===== config.mk =====
export PLATFORM = sky130hd
export DESIGN_NAME = dshot_tx
export DESIGN_NICKNAME = d
export VERILOG_FILES = /design/src/rtl/dshot_tx_pkg.sv /design/src/rtl/dshot_crc.sv /design/src/rtl/dshot_rate_lut.sv /design/src/rtl/dshot_bit_shape.sv /design/src/rtl/dshot_tx.sv
export SDC_FILE = /design/constraint.sdc
export NUM_CORES = 1
export LEC_CHECK = 0
export BUFFER_PORTS_ARGS = -buffer_cell sky130_fd_sc_hd__buf_2
export CAP_MARGIN = 20
export CORE_UTILIZATION = 25
export CTS_BUF_LIST = sky130_fd_sc_hd__clkbuf_8
export CTS_CLUSTER_DIAMETER = 150
export DETAILED_ROUTE_END_ITERATION = 16
export PLACE_DENSITY = 0.49
export SETUP_SLACK_MARGIN = 0.15
export SKIP_LAST_GASP = 1
export SLEW_MARGIN = 10
export SYNTH_ARGS = -nofsm -noshare
export SYNTH_HDL_FRONTEND = slang
export SYNTH_SLANG_ARGS = --single-unit

===== constraint.sdc =====
create_clock -name clk_i -period 3.2 [get_ports clk_i]
set_input_delay 0.64 -clock clk_i [delete_from_list [all_inputs] [get_ports clk_i]]
set_output_delay 0.64 -clock clk_i [all_outputs]
set_load 0.05 [all_outputs]

===== src/rtl/dshot_tx_pkg.sv =====
package dshot_tx_pkg;

    localparam int VALUE_W  = 11;
    localparam int CRC_W    = 4;
    localparam int FRAME_W  = VALUE_W + 1 + CRC_W;
    localparam int IDX_W    = $clog2(FRAME_W);
    localparam int RATE_N   = 4;
    localparam int RATE_W   = $clog2(RATE_N);
    localparam int GAP_BITS = 3;

    typedef enum logic [1:0] {
        ST_IDLE = 2'd0,
        ST_SEND = 2'd1,
        ST_GAP  = 2'd2
    } tx_state_e;

    function automatic int unsigned max4(int unsigned a, int unsigned b,
                                         int unsigned c, int unsigned d);
        int unsigned m;
        m = a;
        if (b > m) m = b;
        if (c > m) m = c;
        if (d > m) m = d;
        return m;
    endfunction

endpackage


===== src/rtl/dshot_crc.sv =====
module dshot_crc #(
    parameter int PAYLOAD_W = 12,
    parameter int SUM_W     = 4
) (
    input  logic [PAYLOAD_W-1:0] payload_i,
    input  logic                 invert_i,
    output logic [SUM_W-1:0]     crc_o
);
    localparam int NIB = PAYLOAD_W / SUM_W;

    logic [SUM_W-1:0] fold [NIB];

    // XOR fold of all nibbles of the payload
    for (genvar g = 0; g < NIB; g++) begin : g_fold
        if (g == 0) begin : g_first
            assign fold[g] = payload_i[SUM_W-1:0];
        end else begin : g_next
            assign fold[g] = fold[g-1] ^ payload_i[g*SUM_W +: SUM_W];
        end
    end

    assign crc_o = fold[NIB-1] ^ {SUM_W{invert_i}};
endmodule


===== src/rtl/dshot_rate_lut.sv =====
module dshot_rate_lut #(
    parameter int unsigned CYC_0 = 1334,
    parameter int unsigned CYC_1 = 666,
    parameter int unsigned CYC_2 = 334,
    parameter int unsigned CYC_3 = 166,
    parameter int          CNT_W = 12
) (
    input  logic [1:0]       sel_i,
    output logic [CNT_W-1:0] period_o,
    output logic [CNT_W-1:0] t_zero_o,
    output logic [CNT_W-1:0] t_one_o
);
    localparam int unsigned PTAB [4] = '{CYC_0, CYC_1, CYC_2, CYC_3};

    logic [CNT_W-1:0] per_tab  [4];
    logic [CNT_W-1:0] zero_tab [4];
    logic [CNT_W-1:0] one_tab  [4];

    // per-rate counts, rounded to whole cycles
    for (genvar g = 0; g < 4; g++) begin : g_rate
        localparam int unsigned P_G  = PTAB[g];
        localparam int unsigned T0_G = (P_G + 1) / 3;
        localparam int unsigned T1_G = (2 * P_G + 1) / 3;
        assign per_tab[g]  = CNT_W'(P_G);
        assign zero_tab[g] = CNT_W'(T0_G);
        assign one_tab[g]  = CNT_W'(T1_G);
    end

    assign period_o = per_tab[sel_i];
    assign t_zero_o = zero_tab[sel_i];
    assign t_one_o  = one_tab[sel_i];
endmodule


===== src/rtl/dshot_bit_shape.sv =====
module dshot_bit_shape #(
    parameter int CNT_W = 12
) (
    input  logic             sending_i,
    input  logic             bit_i,
    input  logic [CNT_W-1:0] cnt_i,
    input  logic [CNT_W-1:0] t_zero_i,
    input  logic [CNT_W-1:0] t_one_i,
    input  logic             invert_i,
    output logic             line_o
);
    logic [CNT_W-1:0] hi_len;
    logic             active;

    assign hi_len = bit_i ? t_one_i : t_zero_i;
    assign active = sending_i && (cnt_i < hi_len);
    assign line_o = active ^ invert_i;
endmodule


===== src/rtl/dshot_tx.sv =====
module dshot_tx
    import dshot_tx_pkg::*;
#(
    parameter int unsigned CYC_R150  = 1334,
    parameter int unsigned CYC_R300  = 666,
    parameter int unsigned CYC_R600  = 334,
    parameter int unsigned CYC_R1200 = 166
) (
    input  logic               clk_i,
    input  logic               rst_ni,
    input  logic               req_valid_i,
    output logic               req_ready_o,
    input  logic [VALUE_W-1:0] req_value_i,
    input  logic               req_telem_i,
    input  logic [RATE_W-1:0]  rate_sel_i,
    input  logic               bidir_i,
    output logic               line_o,
    output logic               busy_o
);
    localparam int unsigned CYC_MAX = max4(CYC_R150, CYC_R300, CYC_R600, CYC_R1200);
    localparam int          CNT_W   = $clog2(GAP_BITS * CYC_MAX + 1);

    typedef struct packed {
        tx_state_e          state;
        logic [FRAME_W-1:0] frame;
        logic [IDX_W-1:0]   idx;
        logic [CNT_W-1:0]   cnt;
        logic [CNT_W-1:0]   period;
        logic [CNT_W-1:0]   t_zero;
        logic [CNT_W-1:0]   t_one;
        logic               bidir;
        logic               line;
    } regs_t;

    regs_t q, d;

    logic [CNT_W-1:0] sel_period, sel_t0, sel_t1;
    logic [CRC_W-1:0] sum;
    logic             line_nx;
    logic [CNT_W-1:0] per_last, gap_last;

    dshot_rate_lut #(
        .CYC_0 (CYC_R150),
        .CYC_1 (CYC_R300),
        .CYC_2 (CYC_R600),
        .CYC_3 (CYC_R1200),
        .CNT_W (CNT_W)
    ) u_lut (
        .sel_i    (rate_sel_i),
        .period_o (sel_period),
        .t_zero_o (sel_t0),
        .t_one_o  (sel_t1)
    );

    dshot_crc #(
        .PAYLOAD_W (VALUE_W + 1),
        .SUM_W     (CRC_W)
    ) u_crc (
        .payload_i ({req_value_i, req_telem_i}),
        .invert_i  (bidir_i),
        .crc_o     (sum)
    );

    dshot_bit_shape #(
        .CNT_W (CNT_W)
    ) u_shape (
        .sending_i (q.state == ST_SEND),
        .bit_i     (q.frame[q.idx]),
        .cnt_i     (q.cnt),
        .t_zero_i  (q.t_zero),
        .t_one_i   (q.t_one),
        .invert_i  (q.bidir),
        .line_o    (line_nx)
    );

    assign per_last = q.period - CNT_W'(1);
    assign gap_last = (q.period << 1) + q.period - CNT_W'(1);

    always_comb begin
        d      = q;
        d.line = line_nx;
        unique case (q.state)
            ST_IDLE: begin
                d.bidir = bidir_i;
                if (req_valid_i) begin
                    d.state  = ST_SEND;
                    d.frame  = {req_value_i, req_telem_i, sum};
                    d.period = sel_period;
                    d.t_zero = sel_t0;
                    d.t_one  = sel_t1;
                    d.idx    = IDX_W'(FRAME_W - 1);
                    d.cnt    = '0;
                end
            end
            ST_SEND: begin
                if (q.cnt == per_last) begin
                    d.cnt = '0;
                    if (q.idx == '0) begin
                        d.state = ST_GAP;
                    end else begin
                        d.idx = q.idx - IDX_W'(1);
                    end
                end else begin
                    d.cnt = q.cnt + CNT_W'(1);
                end
            end
            ST_GAP: begin
                if (q.cnt == gap_last) begin
                    d.cnt   = '0;
                    d.state = ST_IDLE;
                end else begin
                    d.cnt = q.cnt + CNT_W'(1);
                end
            end
            default: d.state = ST_IDLE;
        endcase
    end

    always_ff @(posedge clk_i) begin
        if (!rst_ni) begin
            q <= '{state: ST_IDLE, default: '0};
        end else begin
            q <= d;
        end
    end

    assign req_ready_o = (q.state == ST_IDLE);
    assign busy_o      = (q.state != ST_IDLE);
    assign line_o      = q.line;

    // the in-bit counter never reaches the period while sending
    a_r4_cnt_in_period: assert property (@(posedge clk_i) disable iff (!rst_ni)
        (q.state == ST_SEND) |-> (q.cnt < q.period));

    // the bit pointer moves only at the end of a bit period
    a_r1_idx_hold: assert property (@(posedge clk_i) disable iff (!rst_ni)
        (q.state == ST_SEND && q.cnt != per_last) |=> $stable(q.idx));

    // captured configuration holds while a frame is in flight
    a_r8_cfg_hold: assert property (@(posedge clk_i) disable iff (!rst_ni)
        (q.state != ST_IDLE) |=> (q.state == ST_IDLE) ||
            ($stable(q.period) && $stable(q.bidir) && $stable(q.frame)));

    // the line rests at its idle level during the gap
    a_r6_gap_idle: assert property (@(posedge clk_i) disable iff (!rst_ni)
        (q.state == ST_GAP && $past(q.state) == ST_GAP) |-> (line_o == q.bidir));

    // the gap always returns to idle before another frame
    a_r7_gap_to_idle: assert property (@(posedge clk_i) disable iff (!rst_ni)
        (q.state == ST_GAP) |=> (q.state != ST_SEND));
endmodule


==> out/metrics.csv, run 1 <==
stage,metric,value,unit
status,status,completed,
drt,drt-total-wl,10.3,mm
sta,setup_viol,0,
placement,dpl.hpwl,7.96,mm
drt,drt_first_pass_iters,4,
worst_hold_path,holdPathEnd,q[3],
die,core,15300,um2
finish,instances_no_fill,732,
global_routing,grt_util_all_layers,0.133,
sta,setup_tns,0,ns
sta,tightest_slew,0.842,ns
global_routing,antenna_found_initial,0,
logic_synthesis,synth.distinct_cells,55,
logic_synthesis,synth_area_leader_cell,dfxtp_1,
die,start_util,0.258,
clock_network,clk_latency,0.31,ns
sta,final.min_clock_period,2.96,ns
pwr,p_per_area,765,nW/um2
global_routing,grt_pass1_wl,17.4,mm
sta,slew_headroom,0.437,
die,dieArea,16300,um2
logic_synthesis,synth-compound-area-share,0.201,
sta,finalHoldViolations,0,
clock_network,htreeDepth,2,
logic_synthesis,yosysSeqAreaShare,0.253,
logic_synthesis,netlist_instances,491,
sta,whs,0.467,ns
worst_hold_path,min-delay-start,q[3],
global_routing,first_global_vias,3440,
worst_hold_path,min_path_type,reg2reg,
drt,vias_per_cell,4.66,
critical_path,crit_fanout,7,
logic_synthesis,synth_top_family_by_area,compound AO/OA/AOI/OAI gates,
drt,detailroute.via_count,3413,
logic_synthesis,yosys.area.top_type_share,0.253,
clock_network,cts_tree,built,
drt,ant_nets,0,
pwr,power,3.59,mW
placement,port_buffers,20,
finish,layout-area-overhead-vs-synth,18.7,%
placement,dp.cells,723,
logic_synthesis,synthArstFlopShare,0,
critical_path,crit_required,3.45,ns
run,max_cap_violations,0,
logic_synthesis,ys_warn_count,0,
critical_path,start_kind,flop,
logic_synthesis,ys.flop_type,dfxtp_1,
critical_path,crit_arrival,3.21,ns
logic_synthesis,synth_area_leaders,"dfxtp_1 25%, ha_1 15%, nand2_1 7.0%, xnor2_1 6.6%, a21oi_1 4.9%",
finish,final_nets,585,
logic_synthesis,post_synth_mux_area_share,0.0500,
critical_path,reg2reg_depth,11,
logic_synthesis,synthXorXnorAreaFrac,0.0886,
logic_synthesis,synth_area,3950,um2
finish,n_fill_cell,1689,
critical_path,r2r-end,line_o,
critical_path,r2r-start,q[50],
logic_synthesis,synth_edf_count,0,
die,io_pins,21,
global_routing,grt_max_degree,35,
placement,gp_congestion,0.845,
drt,drc_errors,0,
global_routing,grt_remaining_overflow,0,
sta,clock_skew,0.0139,ns
pwr,power.leakage,1.93,nW
logic_synthesis,synth_nets,556,
worst_hold_path,whs_path_depth,2,
die,num_rows,45,
finish,diodes,0,
logic_synthesis,synth_common_cells,"74 x nand2_1, 50 x dfxtp_1, 47 x ha_1, 41 x inv_1, 39 x a21oi_1",
logic_synthesis,yosysMostFrequentCell,nand2_1,
clock_network,cts_hold_buf,0,
sta,fin_crit_sh,0.925,
drt,drt-initial-drc-count,236,
logic_synthesis,yosys.area_share.simple,0.190,
pwr,ir_drop,324,uV
clock_network,cts_setup_buffers,0,
critical_path,critical_path_class,reg2reg,
logic_synthesis,synth.avg_cell_area,8.05,um2
clock_network,cts_root_buf,clkbuf_8,
sta,timing.fmax,338,MHz
logic_synthesis,synthAdderAreaFrac,0.149,
clock_network,clock-sinks,50,
die,chipHeight,128,um
clock_network,clkTransAtPathRegs,0.10,ns
drt,routedWlPerCell,14.0,um
sta,rsz0062_at_grt,true,
clock_network,clockBufferDepth,2,
critical_path,critPathCaptureType,flop,
critical_path,r2r_slack,0.24,ns
clock_network,cts_buffers,5,
die,die_w,128,um
logic_synthesis,yosys_register_bits,50,
sta,report.final.slew_viol_count,0,
finish,drive_gt1_frac,0.186,
state kept, by name (all words and copies together), names as in the netlist:
signal and flops:
q 49, line_o 1
worst max-delay path, cell delays in order (launching register included):
cell and delay (ns):
dfxtp_4 0.41, mux4_2 0.49, mux4_2 0.55, buf_6 0.17
nor2_1 0.11, a21oi_1 0.06, ha_1 0.29, a21oi_2 0.13
o211a_1 0.17, a21oi_1 0.08, or3_4 0.33, a21oi_2 0.11
worst max-delay path by stage:
| stage | from | endpoint | slack (ns) | cells after the start |
|---|---|---|---|---|
| CTS | q[31] | q[70] | 0.15 | 11 |
| detailed placement | q[50] | line_o | 0.05 | 11 |
| global placement | q[50] | line_o | 0.11 | 11 |
| finish | q[50] | line_o | 0.24 | 11 |
| floorplan | q[50] | line_o | 0.16 | 12 |
| global route | q[31] | q[70] | 0.11 | 11 |
where the power goes:
| group | total (mW) | internal, mW | leakage [nW] | switching, mW |
|---|---|---|---|---|
| Clock | 0.484 | 0.258 | 0.0618 | 0.227 |
| Combinational | 2.26 | 0.983 | 1.45 | 1.28 |
| Sequential | 0.848 | 0.742 | 0.412 | 0.106 |
cell type report:
cell class,count,area [um2],share of cell area
Sequential cell,50,1010,0.215
Tap cell,211,264,0.0563
Timing Repair Buffer,48,315,0.0672
Clock buffer,6,82.6,0.0176
Inverter,42,158,0.0336
Clock inverter,2,38.8,0.00826
Multi-Input combinational cell,373,2830,0.603
stage by stage:
stage | worst slack (ns) | instance area, um2 | utilization
floorplan | 0.158 | 3950 | -
global placement | 0.113 | 4410 | 0.288
detailed placement | 0.0488 | 4410 | 0.288
CTS | 0.153 | 4560 | 0.298
global route | 0.107 | 4690 | 0.306
finish | 0.239 | 4690 | 0.306
cells by family (layout without fill, tap and decap cells):
group	after synthesis	after routing
and+or+nand+nor	162	162
AOI/OAI and AO/OA	111	111
buffers and inverters	68	98
DFF	50	50
adders and majority gates	47	47
xor gates and xnor gates	40	40
muxes	13	13
cells in the final DEF, fill, tap and decap left out, types with 3 or more instances in the layout:
cell	count
nor3_1	4
mux2i_1	7
ha_1	42
a21oi_1	35
and3_1	3
nand2_1	74
nor2_1	34
buf_2	21
a21o_1	6
dfxtp_1	47
nand4_1	4
o21ai_0	9
xnor2_1	29
nand3_1	10
a31oi_1	3
nand3b_1	3
a21oi_2	4
mux4_2	5
o21ai_1	4
nand2b_1	4
a211oi_1	14
inv_1	37
xor2_1	9
ha_2	3
inv_2	4
a2111oi_4	3
nor2b_1	3
buf_4	25
and2_1	6
clkbuf_8	6
o221ai_1	7
a2111oi_0	4
layer usage:
layer	share of wire	vias to the layer above	track usage
met2	0.47	42	0.229
met4	0.014	0	0.0284
met3	0.026	8	0.0242
li1	-	1762	-
met1	0.49	1601	0.174
met5	0	-	0
timing repair:
action                                  4_1_cts  5_1_grt
gates cloned                                  0        1
gates resized for setup                       5       36
pin swaps                                     2       10
endpoints found under the setup margin        4       19
endpoints found under the hold margin         0        0
(Power assumes the default switching activity.)
==> run 2: changes to the inputs <==
--- a/config.mk
+++ b/config.mk
@@ -5,6 +5,7 @@
 export SDC_FILE = /design/constraint.sdc
 export NUM_CORES = 1
 export LEC_CHECK = 0
+export ABC_AREA = 1
 export BUFFER_PORTS_ARGS = -buffer_cell sky130_fd_sc_hd__buf_2
 export CAP_MARGIN = 20
 export CORE_UTILIZATION = 25
==> out/metrics.csv, run 2 <==
stage,metric,value,unit
finish,final_core_util,0.282,
clock_network,htreeDepth,2,
global_routing,grt_max_degree,31,
critical_path,max_stage_delay,0.50,ns
critical_path,critPathMostFrequentCell,nand2_1,
clock_network,clkTransAtPathRegs,0.10,ns
finish,drive_gt1_frac,0.105,
placement,dpl.hpwl,8.06,mm
global_routing,antenna_found_initial,0,
drt,drt_first_pass_iters,5,
logic_synthesis,synth_nets,670,
finish,multi_input_area,2670,um2
logic_synthesis,synth.avg_cell_area,6.72,um2
die,dieArea,16800,um2
sta,setup_viol,0,
finish,regMostFlops,q,
critical_path,critical_path_class,reg2reg,
drt,routedWlPerCell,12.3,um
drt,ant_nets,0,
logic_synthesis,synth_area,4060,um2
die,die_w,129,um
pwr,power.leakage,2.04,nW
worst_hold_path,min_path_type,reg2reg,
critical_path,crit_slowest_cell,dfxtp_1,
drt,detailroute.via_count,3673,
sta,tightest_slew,0.789,ns
critical_path,crit_arrival,2.91,ns
drt,drt-initial-drc-count,163,
status,status,completed,
drt,drt-total-wl,10.3,mm
sta,fin_crit_sh,0.861,
clock_network,cts_buffers,5,
logic_synthesis,yosysMostFrequentCell,nand2_1,
logic_synthesis,netlist_instances,605,
critical_path,critPathCaptureType,flop,
pwr,ir_drop,255,uV
clock_network,cts_tree,built,
finish,regArea,1000,um2
logic_synthesis,yosysSeqAreaShare,0.246,
logic_synthesis,synthArstFlopShare,0,
die,start_util,0.256,
drt,vias_per_cell,4.40,
critical_path,crit_fanout,12,
finish,design_area,4480,um2
clock_network,clk_latency,0.31,ns
placement,gp_congestion,0.749,
global_routing,grt_util_all_layers,0.131,
pwr,p_per_area,803,nW/um2
finish,layout-area-overhead-vs-synth,10.2,%
critical_path,crit_required,3.36,ns
logic_synthesis,synth_common_cells,"139 x nand2_1, 69 x inv_1, 64 x nor2_1, 50 x dfxtp_1",
finish,n_fill_cell,1853,
finish,diodes,0,
global_routing,first_global_vias,3580,
sta,final.min_clock_period,2.76,ns
sta,clock_skew,0.00975,ns
placement,place_area,4380,um2
run,max_cap_violations,0,
sta,setup_tns,0,ns
logic_synthesis,ys.flop_type,dfxtp_1,
critical_path,start_kind,flop,
finish,largest_reg_flops,49,
finish,final_nets,682,
sta,slew_headroom,0.473,
finish,mostFrequentLayoutCells,"139 x nand2_1, 68 x inv_1, 64 x nor2_1",
die,io_pins,21,
clock_network,cts_setup_buffers,0,
logic_synthesis,synth.distinct_cells,39,
finish,final_common_cell,nand2_1,
sta,finalHoldViolations,0,
critical_path,cp_cell_sequence,inv_1 > ha_1 > inv_1 > ha_1 > nand2_1 > nor2_1 > nand2_1 > nand3_2 > nand2_1 > nand2_1 > nand2_1 > nand2_1 > nor2_1 > nand3_2 > nand2_2 > nand2_2 > nand3_1 > a21oi_1,
sta,rsz0062_at_grt,false,
logic_synthesis,synth_area_leader_cell,dfxtp_1,
die,chipHeight,129,um
die,core,15900,um2
logic_synthesis,ys_warn_count,0,
placement,port_buffers,20,
logic_synthesis,yosys_register_bits,50,
die,num_rows,46,
clock_network,clockBufferDepth,2,
global_routing,grt_pass1_wl,17.4,mm
sta,timing.fmax,363,MHz
logic_synthesis,synth_area_leaders,"dfxtp_1 25%, ha_1 14%, nand2_1 13%, inv_1 6.4%, nor2_1 5.9%",
clock_network,clock-sinks,50,
global_routing,grt_remaining_overflow,0,
sta,whs,0.472,ns
drt,drc_errors,0,
clock_network,cts_root_buf,clkbuf_8,
logic_synthesis,yosys.area.top_type_share,0.246,
logic_synthesis,synth_edf_count,0,
sta,report.final.slew_viol_count,0,
run 2: metrics by stage:
stage          power, mW  setup slack (ns)  instances
2_1_floorplan       2.75             0.827        605
3_3_place_gp        3.23             0.374        826
3_5_place_dp        3.22             0.351        826
4_1_cts             3.64             0.320        834
5_1_grt             4.03             0.163        834
6_report            3.59             0.444        834
run 2: cells by family (layout without fill, tap and decap cells):
kind of cell	after synthesis	count (layout)	synth area share
compound gates	109	109	0.153
xor+xnor	32	32	0.0690
fa+ha+maj	47	47	0.145
buf+inv	96	109	0.0958
flops	50	50	0.246
mux	1	1	0.00246
simple gates	270	270	0.289
run 2: layout make-up:
class / instances / share of cell area
multi-input cells: 459 / 0.597
flip-flops and latches: 50 / 0.224
inverters: 75 / 0.0649
well taps: 216 / 0.0604
repair buffers: 26 / 0.0324
clock buffers: 6 / 0.0185
clock inverters: 2 / 0.00280
run 2: layer usage:
layer	track usage	vias to the layer above	routed length (um)
met5	0	-	0
met3	0.0173	11	238
li1	-	1974	-
met4	0.0253	0	99
met2	0.225	44	4660
met1	0.174	1644	5270
run 2: path summary, 6_finish.rpt:
check / end / startpoint / slack, ns / cells past startpoint
max: q[46] / q[27] / 0.44 / 18
min: q[3] / q[3] / 0.47 / 2
max reg2reg: q[46] / q[27] / 0.44 / 18
min reg2reg: q[3] / q[3] / 0.47 / 2
run 2: what timing repair did:
item	CTS	global route
setup endpoints to repair	0	5
hold buffers	0	0
endpoints found under the hold margin	0	0
resized for setup	0	3
run 2: where the power goes:
| group | switching [mW] | internal, mW |
|---|---|---|
| clock | 0.223 | 0.174 |
| sequential | 0.120 | 0.761 |
| combinational | 1.47 | 0.845 |
run 2: worst max-delay path, delay by kind of cell, from the launching register on:
kind,cells,cell delay [ns]
adder cells (fa/ha/maj),2,0.51
AO/OA/AOI/OAI,1,0.07
AND/OR/NAND/NOR,13,1.20
buffers and inverters,2,0.32
flip-flops,1,0.50
==> run 3: changes to the inputs <==
--- a/config.mk
+++ b/config.mk
@@ -6,13 +6,13 @@
 export NUM_CORES = 1
 export LEC_CHECK = 0
 export ABC_AREA = 1
-export BUFFER_PORTS_ARGS = -buffer_cell sky130_fd_sc_hd__buf_2
 export CAP_MARGIN = 20
 export CORE_UTILIZATION = 25
 export CTS_BUF_LIST = sky130_fd_sc_hd__clkbuf_8
 export CTS_CLUSTER_DIAMETER = 150
 export DETAILED_ROUTE_END_ITERATION = 16
-export PLACE_DENSITY = 0.49
+export DONT_BUFFER_PORTS = 1
+export PLACE_DENSITY = 0.48
 export SETUP_SLACK_MARGIN = 0.15
 export SKIP_LAST_GASP = 1
 export SLEW_MARGIN = 10
==> out/metrics.csv, run 3 (same netlist as run 2, synthesis figures left out) <==
stage,metric,value,unit
finish,diodes,0,
drt,met3_wirelength,276,um
finish,final_core_util,0.278,
drt,ant_nets,0,
finish,instances_no_fill,817,
sta,clock_skew,0.00868,ns
sta,report.final.slew_viol_count,0,
critical_path,critical_path_class,reg2reg,
sta,setup_viol,0,
sta,slew_headroom,0.504,
global_routing,first_global_vias,3749,
global_routing,grt_pass1_wl,18.2,mm
die,start_util,0.256,
sta,final.min_clock_period,2.74,ns
placement,port_buffers,0,
drt,detailroute.via_count,3730,
placement,gp_congestion,0.853,
die,die_w,129,um
drt,wl_met1,5.19,mm
finish,final_nets,665,
sta,timing.fmax,365,MHz
finish,n_fill_cell,1812,
finish,largest_reg_flops,49,
clock_network,clock-sinks,50,
die,chipHeight,129,um
sta,setup_tns,0,ns
finish,mostFrequentLayoutCells,"138 x nand2_1, 69 x inv_1, 64 x nor2_1",
sta,finalHoldViolations,0,
clock_network,clkTransAtPathRegs,0.10,ns
die,dieArea,16800,um2
global_routing,grt_max_degree,32,
drt,drt_first_pass_iters,4,
worst_hold_path,min_path_type,in2reg,
clock_network,clockBufferDepth,2,
clock_network,cts_tree,built,
clock_network,htreeDepth,2,
pwr,power.leakage,1.99,nW
placement,dpl.hpwl,8.47,mm
clock_network,cts_buffers,5,
global_routing,grt_remaining_overflow,0,
drt,vias_per_cell,4.57,
finish,regMostFlops,q,
clock_network,cts_root_buf,clkbuf_8,
critical_path,critPathCaptureType,flop,
global_routing,grt_util_all_layers,0.137,
placement,dp.cells,809,
finish,drive_gt1_frac,0.0782,
die,core,15900,um2
run,max_cap_violations,0,
drt,routedWlPerCell,13.1,um
global_routing,antenna_found_initial,0,
critical_path,start_kind,flop,
status,status,completed,
critical_path,crit_slowest_cell,dfxtp_1,
sta,fin_crit_sh,0.857,
critical_path,crit_arrival,2.92,ns
die,io_pins,21,
finish,final_common_cell,nand2_1,
critical_path,max_stage_delay,0.41,ns
sta,rsz0062_at_grt,false,
finish,layout-area-overhead-vs-synth,8.87,%
pwr,ir_drop,321,uV
critical_path,crit_fanout,12,
drt,met2WireLength,5.14,mm
drt,top_layer,met4,
critical_path,crit_required,3.38,ns
drt,drt-initial-drc-count,164,
clock_network,clk_latency,0.32,ns
sta,tightest_slew,0.743,ns
drt,drt-total-wl,10.7,mm
pwr,p_per_area,846,nW/um2
critical_path,cp_cell_sequence,inv_1 > ha_1 > inv_1 > ha_1 > a21oi_1 > nand3_2 > xnor2_1 > nand2_1 > nor2_1 > nand3_2 > nand2_2 > nand2_2 > nand3_1 > a21oi_1,
drt,drc_errors,0,
die,num_rows,46,
==> run 3: cell count changes in the layout (fill, tap and decap cells not counted), sizes merged <==
cell / change
buf: -17
clkinvlp: -2
bufinv: +1
inv: +1
==> run 3: worst paths after layout <==
path	from	to	slack, ns	cells past startpoint
setup / recovery	q[32]	q[49]	0.46	14
hold / removal	rst_ni	q[70]	0.43	2
setup reg to reg	q[32]	q[49]	0.46	14
hold reg to reg	q[3]	q[3]	0.48	2
==> run 3: layout make-up <==
class                      instances  area (um2)  area share
tap                              216         270      0.0611
clock inverter                     2        38.8     0.00877
inverter                          75         287      0.0648
clock buffer                       6        82.6      0.0187
timing repair buffer               9        67.6      0.0153
multi-input combinational        459        2680       0.605
sequential                        50        1000       0.227
==> run 3: timing repair <==
| action | CTS | global route |
|---|---|---|
| setup buffers | 0 | 0 |
| gates resized for setup | 1 | 3 |
| hold endpoints to repair | 0 | 0 |
| hold buffers | 0 | 0 |
| endpoints found under the setup margin | 1 | 1 |
==> run 3: worst max-delay path, delay by kind of cell (launching register included) <==
family / cells / cell delay [ns]
adders and majority gates: 2 / 0.66
AOI/OAI and AO/OA: 2 / 0.33
and+or+nand+nor: 7 / 0.85
DFF: 1 / 0.41
xor gates and xnor gates: 1 / 0.14
buffers and inverters: 2 / 0.19
==> run 3: stage by stage <==
stage | setup slack [ns] | cell area (um2) | power (mW) | hold slack (ns)
2_1_floorplan | 0.827 | 4060 | 2.75 | 0.445
3_3_place_gp | 0.122 | 4300 | 3.23 | 0.456
3_5_place_dp | 0.153 | 4300 | 3.25 | 0.464
4_1_cts | 0.289 | 4420 | 3.76 | 0.417
5_1_grt | 0.154 | 4420 | 4.17 | 0.422
6_report | 0.459 | 4420 | 3.74 | 0.430
==> run 3: layer usage <==
layer,vias to the layer above,global-route usage
met3,9,0.0219
met4,0,0.0260
li1,1945,-
met5,-,0
met2,40,0.249
met1,1736,0.171
==> run 3: power breakdown <==
| part | total [mW] | internal (mW) | switching [mW] |
|---|---|---|---|
| clock network | 0.497 | 0.258 | 0.240 |
| registers | 0.892 | 0.761 | 0.130 |
| logic | 2.35 | 0.857 | 1.50 |
